$ cat src/rtl/pwm_pkg.sv
package pwm_pkg;
  // strobes from control to datapath
  typedef struct packed {
    logic xfer;    // move staging into working this cycle
    logic ldLead;  // capture write data into leading staging
    logic ldTrail; // capture write data into trailing staging
  } ctlStrobeT;
endpackage

$ cat src/rtl/pwm_cmp_dp.sv
module pwm_cmp_dp
  import pwm_pkg::*;
#(
  parameter int CNT_W   = 24,
  parameter int CNT_MIN = 0
) (
  input  logic             clk,
  input  logic             rstN,
  input  logic [CNT_W-1:0] cntBus,
  input  logic             cntStrobe,
  input  logic [CNT_W-1:0] wrData,
  input  ctlStrobeT        ctl,
  output logic             atMin,
  output logic             matchLead,
  output logic             matchTrail
);
  localparam logic [CNT_W-1:0] MinVal = CNT_W'(CNT_MIN);
  localparam int NumCmp = 2;

  logic [CNT_W-1:0] stageQ [NumCmp];
  logic [CNT_W-1:0] workQ  [NumCmp];
  logic [NumCmp-1:0] ldVec;
  logic [NumCmp-1:0] eqVec;

  assign ldVec = {ctl.ldTrail, ctl.ldLead};
  assign atMin = (cntBus == MinVal);

  for (genvar i = 0; i < NumCmp; i++) begin : gCmp
    logic [CNT_W-1:0] effVal;

    always_ff @(posedge clk or negedge rstN) begin
      if (!rstN) begin
        stageQ[i] <= '0;
        workQ[i]  <= '0;
      end else begin
        if (ldVec[i])  stageQ[i] <= wrData;
        if (ctl.xfer)  workQ[i]  <= stageQ[i];
      end
    end

    // the start-of-period strobe compares against the values being loaded
    assign effVal   = ctl.xfer ? stageQ[i] : workQ[i];
    assign eqVec[i] = cntStrobe && (cntBus == effVal);
  end

  assign matchLead  = eqVec[0];
  assign matchTrail = eqVec[1];

  AST_WORK_HELD: assert property (@(posedge clk) disable iff (!rstN)
    !ctl.xfer |=> ($stable(workQ[0]) && $stable(workQ[1]))) else $error("working value changed off boundary");
  AST_NO_MATCH_IDLE: assert property (@(posedge clk) disable iff (!rstN)
    !cntStrobe |-> !(matchLead || matchTrail)) else $error("match without strobe");
endmodule

$ cat src/rtl/pwm_cmp_ctl.sv
module pwm_cmp_ctl
  import pwm_pkg::*;
(
  input  logic      clk,
  input  logic      rstN,
  input  logic      cntStrobe,
  input  logic      atMin,
  input  logic      matchLead,
  input  logic      matchTrail,
  input  logic      wrLead,
  input  logic      wrTrail,
  input  logic      flagClr,
  input  logic      irqEn,
  input  logic      polarity,
  input  logic      outDisable,
  output ctlStrobeT ctl,
  output logic      pwmOut,
  output logic      flag,
  output logic      irq
);
  logic activeQ;
  logic flagQ;

  always_comb begin
    ctl.xfer    = cntStrobe && atMin;
    ctl.ldLead  = wrLead;
    ctl.ldTrail = wrTrail;
  end

  always_ff @(posedge clk or negedge rstN) begin
    if (!rstN) begin
      activeQ <= 1'b0;
      flagQ   <= 1'b0;
    end else begin
      if (matchTrail)     activeQ <= 1'b0;
      else if (matchLead) activeQ <= 1'b1;
      if (matchTrail)     flagQ <= 1'b1;
      else if (flagClr)   flagQ <= 1'b0;
    end
  end

  assign pwmOut = (activeQ && !outDisable) ? polarity : !polarity;
  assign flag   = flagQ;
  assign irq    = flagQ && irqEn;

  AST_TRAIL_WINS: assert property (@(posedge clk) disable iff (!rstN)
    matchTrail |=> !activeQ) else $error("trailing match did not deactivate");
  AST_LEAD_SETS: assert property (@(posedge clk) disable iff (!rstN)
    (matchLead && !matchTrail) |=> activeQ) else $error("leading match did not activate");
  AST_STATE_HOLD: assert property (@(posedge clk) disable iff (!rstN)
    !cntStrobe |=> $stable(activeQ)) else $error("state moved without strobe");
  AST_FLAG_SET: assert property (@(posedge clk) disable iff (!rstN)
    matchTrail |=> flagQ) else $error("flag missed trailing match");
  AST_FLAG_STICKY: assert property (@(posedge clk) disable iff (!rstN)
    (flagQ && !flagClr) |=> flagQ) else $error("flag dropped without clear");
endmodule

$ cat src/rtl/pwm_dual_cmp.sv
module pwm_dual_cmp
  import pwm_pkg::*;
#(
  parameter int CNT_W   = 24,
  parameter int CNT_MIN = 0
) (
  input  logic             clk,
  input  logic             rstN,
  input  logic [CNT_W-1:0] cntBus,
  input  logic             cntStrobe,
  input  logic             wrLead,
  input  logic             wrTrail,
  input  logic [CNT_W-1:0] wrData,
  input  logic             polarity,
  input  logic             outDisable,
  input  logic             flagClr,
  input  logic             irqEn,
  output logic             pwmOut,
  output logic             flag,
  output logic             irq
);
  ctlStrobeT ctl;
  logic atMin, matchLead, matchTrail;

  pwm_cmp_dp #(.CNT_W(CNT_W), .CNT_MIN(CNT_MIN)) uDp (
    .clk(clk), .rstN(rstN), .cntBus(cntBus), .cntStrobe(cntStrobe),
    .wrData(wrData), .ctl(ctl), .atMin(atMin),
    .matchLead(matchLead), .matchTrail(matchTrail)
  );

  pwm_cmp_ctl uCtl (
    .clk(clk), .rstN(rstN), .cntStrobe(cntStrobe), .atMin(atMin),
    .matchLead(matchLead), .matchTrail(matchTrail),
    .wrLead(wrLead), .wrTrail(wrTrail), .flagClr(flagClr), .irqEn(irqEn),
    .polarity(polarity), .outDisable(outDisable),
    .ctl(ctl), .pwmOut(pwmOut), .flag(flag), .irq(irq)
  );

  AST_DISABLE_FORCES: assert property (@(posedge clk) disable iff (!rstN)
    outDisable |-> (pwmOut == !polarity)) else $error("disable not honoured");
endmodule

$ cat config.mk
export PLATFORM = sky130hd
export DESIGN_NAME = pwm_dual_cmp
export DESIGN_NICKNAME = d
export VERILOG_FILES = /design/src/rtl/pwm_pkg.sv /design/src/rtl/pwm_cmp_dp.sv /design/src/rtl/pwm_cmp_ctl.sv /design/src/rtl/pwm_dual_cmp.sv
export SDC_FILE = /design/constraint.sdc
export NUM_CORES = 1
export LEC_CHECK = 0
export ABC_AREA = 1
export BUFFER_PORTS_ARGS = -buffer_cell sky130_fd_sc_hd__clkbuf_2
export CAP_MARGIN = 25
export CORE_ASPECT_RATIO = 0.6
export CORE_MARGIN = 1
export CORE_UTILIZATION = 53
export DETAILED_ROUTE_END_ITERATION = 16
export HOLD_SLACK_MARGIN = 0.05
export PLACE_DENSITY = 0.74
export SKIP_CTS_REPAIR_TIMING = 1
export SLEW_MARGIN = 5
export SYNTH_ARGS = -nofsm -noshare
export SYNTH_HDL_FRONTEND = slang
export SYNTH_SLANG_ARGS = --single-unit
$ cat constraint.sdc
create_clock -name clk -period 1.1 [get_ports clk]
set_input_delay 0.33 -clock clk [delete_from_list [all_inputs] [get_ports clk]]
set_output_delay 0.33 -clock clk [all_outputs]
set_load 0.1 [all_outputs]
---- Word level (Yosys, flattened, before mapping) ----
Index checks and enable logic that the tools add are counted.
word-level totals
  input port bits ......................... 57
  bits in registers ....................... 98
cells by class
  reductions and logical operators ........ 10
  multiplexer cells ....................... 7
  equality and inequality tests ........... 2
operators by type and width
  cell                  number
  equality test 24 bit  2
  two-way mux 24 bit    2
  zero test 24 bit      1
  logical AND 1 bit     5
  two-way mux 1 bit     5
  nonzero test 2 bit    2
  zero test 1 bit       2

---- Logic depth before layout (Yosys ltp) ----
  depth in word-level cells ............... 7
  gate-level depth with buffers ........... 17

---- Cells and area by module ----
A second synthesis with hierarchy kept.
second synthesis, totals
  cells, all modules ...................... 579
  area, all modules ....................... 4828.4 um^2
modules (own cells, without submodules)
  module       instances  seq. area each (um^2)  cells an instance  area an instance (um^2)
  pwm_cmp_dp   1          2402.3                 561                4705.8
  pwm_cmp_ctl  1          50.0                   18                 122.6

---- Worst setup path before layout ----
OpenSTA, ideal clock, no wires.
  path type ............................... flip-flop to output port
  from .................................... register uCtl.activeQ
  to ...................................... output port pwmOut
  path buffers ............................ 0
  cell stages (with the launch flop) ...... 4
  slack ................................... -1.227 ns
  arrival ................................. 1.997 ns
  cell sequence ........................... dfrtp_1 > inv_1 > nor2_1 > xnor2_1
on the way
  cells in the longest elaborated chain, start to end .. 2
ends and longest elaborated chain
  item                    line                source
  start, declared         pwm_cmp_ctl.sv:21   logic activeQ;
  start signal, assigned  pwm_cmp_ctl.sv:32   activeQ <= 1'b0;
  start signal, assigned  pwm_cmp_ctl.sv:35   if (matchTrail) activeQ <= 1'b0;
  start signal, assigned  pwm_cmp_ctl.sv:36   else if (matchLead) activeQ <= 1'b1;
  logical AND 1 bit       pwm_cmp_ctl.sv:42   assign pwmOut = (activeQ && !outDisable) ? polarity : !polarity;
  two-way mux 1 bit       pwm_cmp_ctl.sv:42
  end, declared           pwm_dual_cmp.sv:18  output logic pwmOut,
No other way between the ends.

---- Worst setup path in the final report ----
  from .................................... input port cntBus[18]
  to ...................................... register uCtl.activeQ
on the way
  cells in the longest elaborated chain, start to end .. 6
ends and longest elaborated chain
  item                                                     line               source
  start, declared                                          pwm_dual_cmp.sv:9  input logic [CNT_W-1:0] cntBus,
  zero test 24 bit (*)                                     pwm_cmp_dp.sv:26   assign atMin = (cntBus == MinVal);
  logical AND 1 bit (*)                                    pwm_cmp_ctl.sv:25  ctl.xfer = cntStrobe && atMin;
  two-way mux 24 bit (*)                                   pwm_cmp_dp.sv:42   assign effVal = ctl.xfer ? stageQ[i] : workQ[i];
  named net uDp.gCmp[1].effVal[2]                          pwm_cmp_dp.sv:29   logic [CNT_W-1:0] effVal;
  equality test 24 bit (*)                                 pwm_cmp_dp.sv:43   assign eqVec[i] = cntStrobe && (cntBus == effVal);
  logical AND 1 bit (*)                                    pwm_cmp_dp.sv:43
  two-way mux 1 bit or nonzero test 2 bit (tied branches)  --
Mark *: on every way through the listed nets, which the timed path passes. The rest lies on a longest branch.
A chain may end at the register's enable or synchronous reset.

==> out/metrics.csv <==
stage,metric,value,unit
grt,globalRouteMet1Util,42.7,%
synth,yosysMostFrequentCell,nand2_1,
layout,finalNonFillerCells,872,
timing,fin_ws,-0.827,ns
pwr,switching_share,25.8,%
worst_setup_path,cp_slowest_cell,nor2_4,
cts,clkTransAtPathRegs,0.07,ns
timing,worst_pin_slew,0.270,ns
placed_design,place_inst,834,
hold_path,hp-class,primary input to flop,
placed_design,placed_area,6240,um2
timing,slew_violations,0,
synth,synth_nets,655,
synth,synth.avg_cell_area,8.21,um2
cts,root_buffer,clkbuf_16,
layout,design_area,7480,um2
pwr,power_frac_clock,38.4,%
timing,post-route-period-util,175,%
grt,track_usage,30.6,%
synth,async_reset_ff_share,100,%
pwr,combPwrFrac,14.1,%
worst_setup_path,critical_path_buf_inv_count,3,
synth,synth_cells,598,
drt,wire_per_inst,19.0,um
worst_setup_path,end_kind,flop,
grt,busiest_layer,met2,
layout,nets,813,
worst_setup_path,worstPathCellList,buf_4 -> clkinv_4 -> nand2_4 -> nor2_4 -> nand2_2 -> nor2_4 -> nand2_8 -> buf_12 -> o21ai_4 -> xor2_1 -> nand2_1 -> nor2_2 -> nand2_1 -> nor2_1 -> a21oi_1,
drt,ant_nets,0,
placed_design,pre_cts_slack,-1.23,ns
grt,grt_start_max_net_pins,43,
synth,synth_edf_count,0,
synth,yosys.area.top_type_share,49.9,%
die,die_area,9670,um2
die,die_w,126,um
die,fp.coreArea,8750,um2
pwr,p_per_area,1090,nW/um2
cts,numCtsBuffers,9,
die,num_io_pins,60,
worst_setup_path,crit_path_start_kind,primary input,
cts,clk_latency,0.35,ns
status,violations,negative setup slack,
placed_design,portBuffers,59,
placed_design,routabilityCongestion,0.894,
worst_setup_path,critPathTopFamily,simple AND/OR/NAND/NOR gates,
worst_setup_path,critPathKind,primary input to flop,
grt,grt_use_met3,6.88,%
synth,synth_warnings,0,
drt,drc,0,
drt,drtIter0Drc,629,
grt,antenna_found_initial,0,
drt,vias,5109,
synth,syn_area,4910,um2
grt,overflow,0,
drt,wl,16600,um
pwr,peakVddDrop,0.00118,V
timing,layout_min_cycle_time,1.93,ns
worst_setup_path,required,1.34,ns
cts,cts_max_level,3,
cts,cts_tree,yes,
die,start_util,56.1,%
grt,grt_pass1_wl,22700,um
grt,grt_pass1_vias,4681,
synth,yosysSeqAreaShare,49.9,%
synth,synth_area_leaders,"dfrtp_1 50%, nand2_1 16%, nand3_1 9.0%",
layout,area_growth,52.4,%
worst_setup_path,crit_arrival,2.17,ns
synth,synth_top_area_cell,dfrtp_1,
timing,fmax,519,MHz
cts,cts.sinks,98,
die,fp.dieH,76.6,um
pwr,p_leak,0.00366,uW
pwr,p_sw,2110,uW
timing,rsz0062_at_grt,yes,
drt,dr.pass1.iters,5,
pwr,internal-power,6070,uW
worst_setup_path,cp_max_fo,7,
cts,clock_path_buffers,2,
synth,yosys_most_used_dff,dfrtp_1,
synth,ys_ff_latch,98,
die,std_cell_rows,26,
synth,yosysUniqueCellTypes,27,
timing,setup_violations,53,
layout,postLayoutCoreUtil,85.5,%
timing,whs,0.193,ns
timing,finalHoldViolations,0,
pwr,seqPwrFrac,47.6,%
timing,fin_skew,0.00505,ns
layout,diodes,0,
synth,synth_top_cells_by_count,"209 x nand2_1, 98 x dfrtp_1, 88 x nand3_1, 51 x inv_1, 43 x nor2_1",
status,status,finished with violations,
grt,met2_usage,48.5,%
worst_setup_path,slowest_delay,0.22,ns
drt,vias_per_cell,5.86,
placed_design,dp_hpwl,10200,um
job,drv_cap,0,
layout,drive_above_1_share,48.8,%
timing,relSlewSlack,81.8,%
==> flip-flops by register name (all words and copies together), names as in the netlist <==
name          cells
uCtl.flag         1
uDp.workQ        48
uCtl.activeQ      1
uDp.stageQ       48
==> final cells by class <==
class | count | area (um2)
clock inverter | 5 | 56.3
clock buffer | 10 | 229
tap | 112 | 140
timing repair buffer | 166 | 1490
inverter | 59 | 329
sequential | 98 | 2460
fill | 405 | 1270
multi-input combinational | 422 | 2780
==> placed cells by master (no fill, tap or decap), types with 4 or more instances in the layout <==
master / n
o21ai_1: 4
nand2_1: 135
nand3_2: 16
nand3_4: 5
nor2_4: 13
buf_6: 29
dfrtp_1: 97
inv_2: 11
clkinv_4: 4
buf_12: 11
buf_4: 79
nand2_8: 5
buf_8: 7
clkbuf_16: 11
inv_1: 32
nor2_1: 27
nand3_1: 69
nand2_2: 39
nand2_4: 34
nor2_2: 8
o21ai_0: 15
mux2_2: 35
inv_4: 4
clkbuf_2: 37
==> path summary, 6_finish.rpt <==
path,slack [ns],end,startpoint,depth (start not counted)
max,-0.83,uCtl.activeQ$_DFFE_PN0P_,cntBus[18],15
min,0.19,uCtl.flag$_DFFE_PN0P_,flagClr,2
max reg2reg,-0.37,uCtl.activeQ$_DFFE_PN0P_,uDp.stageQ[36]$_DFFE_PN0P_,9
min reg2reg,0.50,uDp.workQ[39]$_DFF_PN0_,uDp.workQ[39]$_DFF_PN0_,2
max in group asynchronous,0.25,uDp.stageQ[47]$_DFFE_PN0P_,rstN,3
min in group asynchronous,0.36,uDp.workQ[10]$_DFF_PN0_,rstN,2
==> power by group through the flow <==
stage               clock network [uW]  registers [uW]  logic [uW]
global route                      3310            3900        1240
CTS                               3110            3880         984
finish                            3140            3890        1150
global placement                     0            3940         943
floorplan                            0            3910         442
detailed placement                   0            3940         976
==> per-stage QoR <==
stage / setup TNS, ns / power (uW)
2_1_floorplan: -8.29 / 4350
3_3_place_gp: -28.26 / 4880
3_5_place_dp: -29.97 / 4920
4_1_cts: -13.04 / 7970
5_1_grt: -11.36 / 8440
6_report: -9.50 / 8170
==> worst reg2reg max path, cell delays in order (launching register included) <==
cell	delay [ns]
dfrtp_1	0.41
inv_1	0.11
nand3_1	0.11
nand3_1	0.12
nand2_1	0.06
nor2_1	0.14
nand3_2	0.11
nor2_1	0.12
nand3_1	0.07
a21oi_1	0.15
==> logic make-up after synthesis <==
logic type	Yosys count	share of synthesized area [%]
xor+xnor	4	0.714
flops	98	49.9
mux	35	8.03
compound gates	29	3.08
buf+inv	79	7.67
simple gates	353	30.6
==> layer usage <==
metal	wire (um)	up-vias
met2	7880	331
met5	0	-
met1	6710	2467
met3	1380	80
li1	-	2231
met4	629	0
Power figures use the tool's default switching activity.
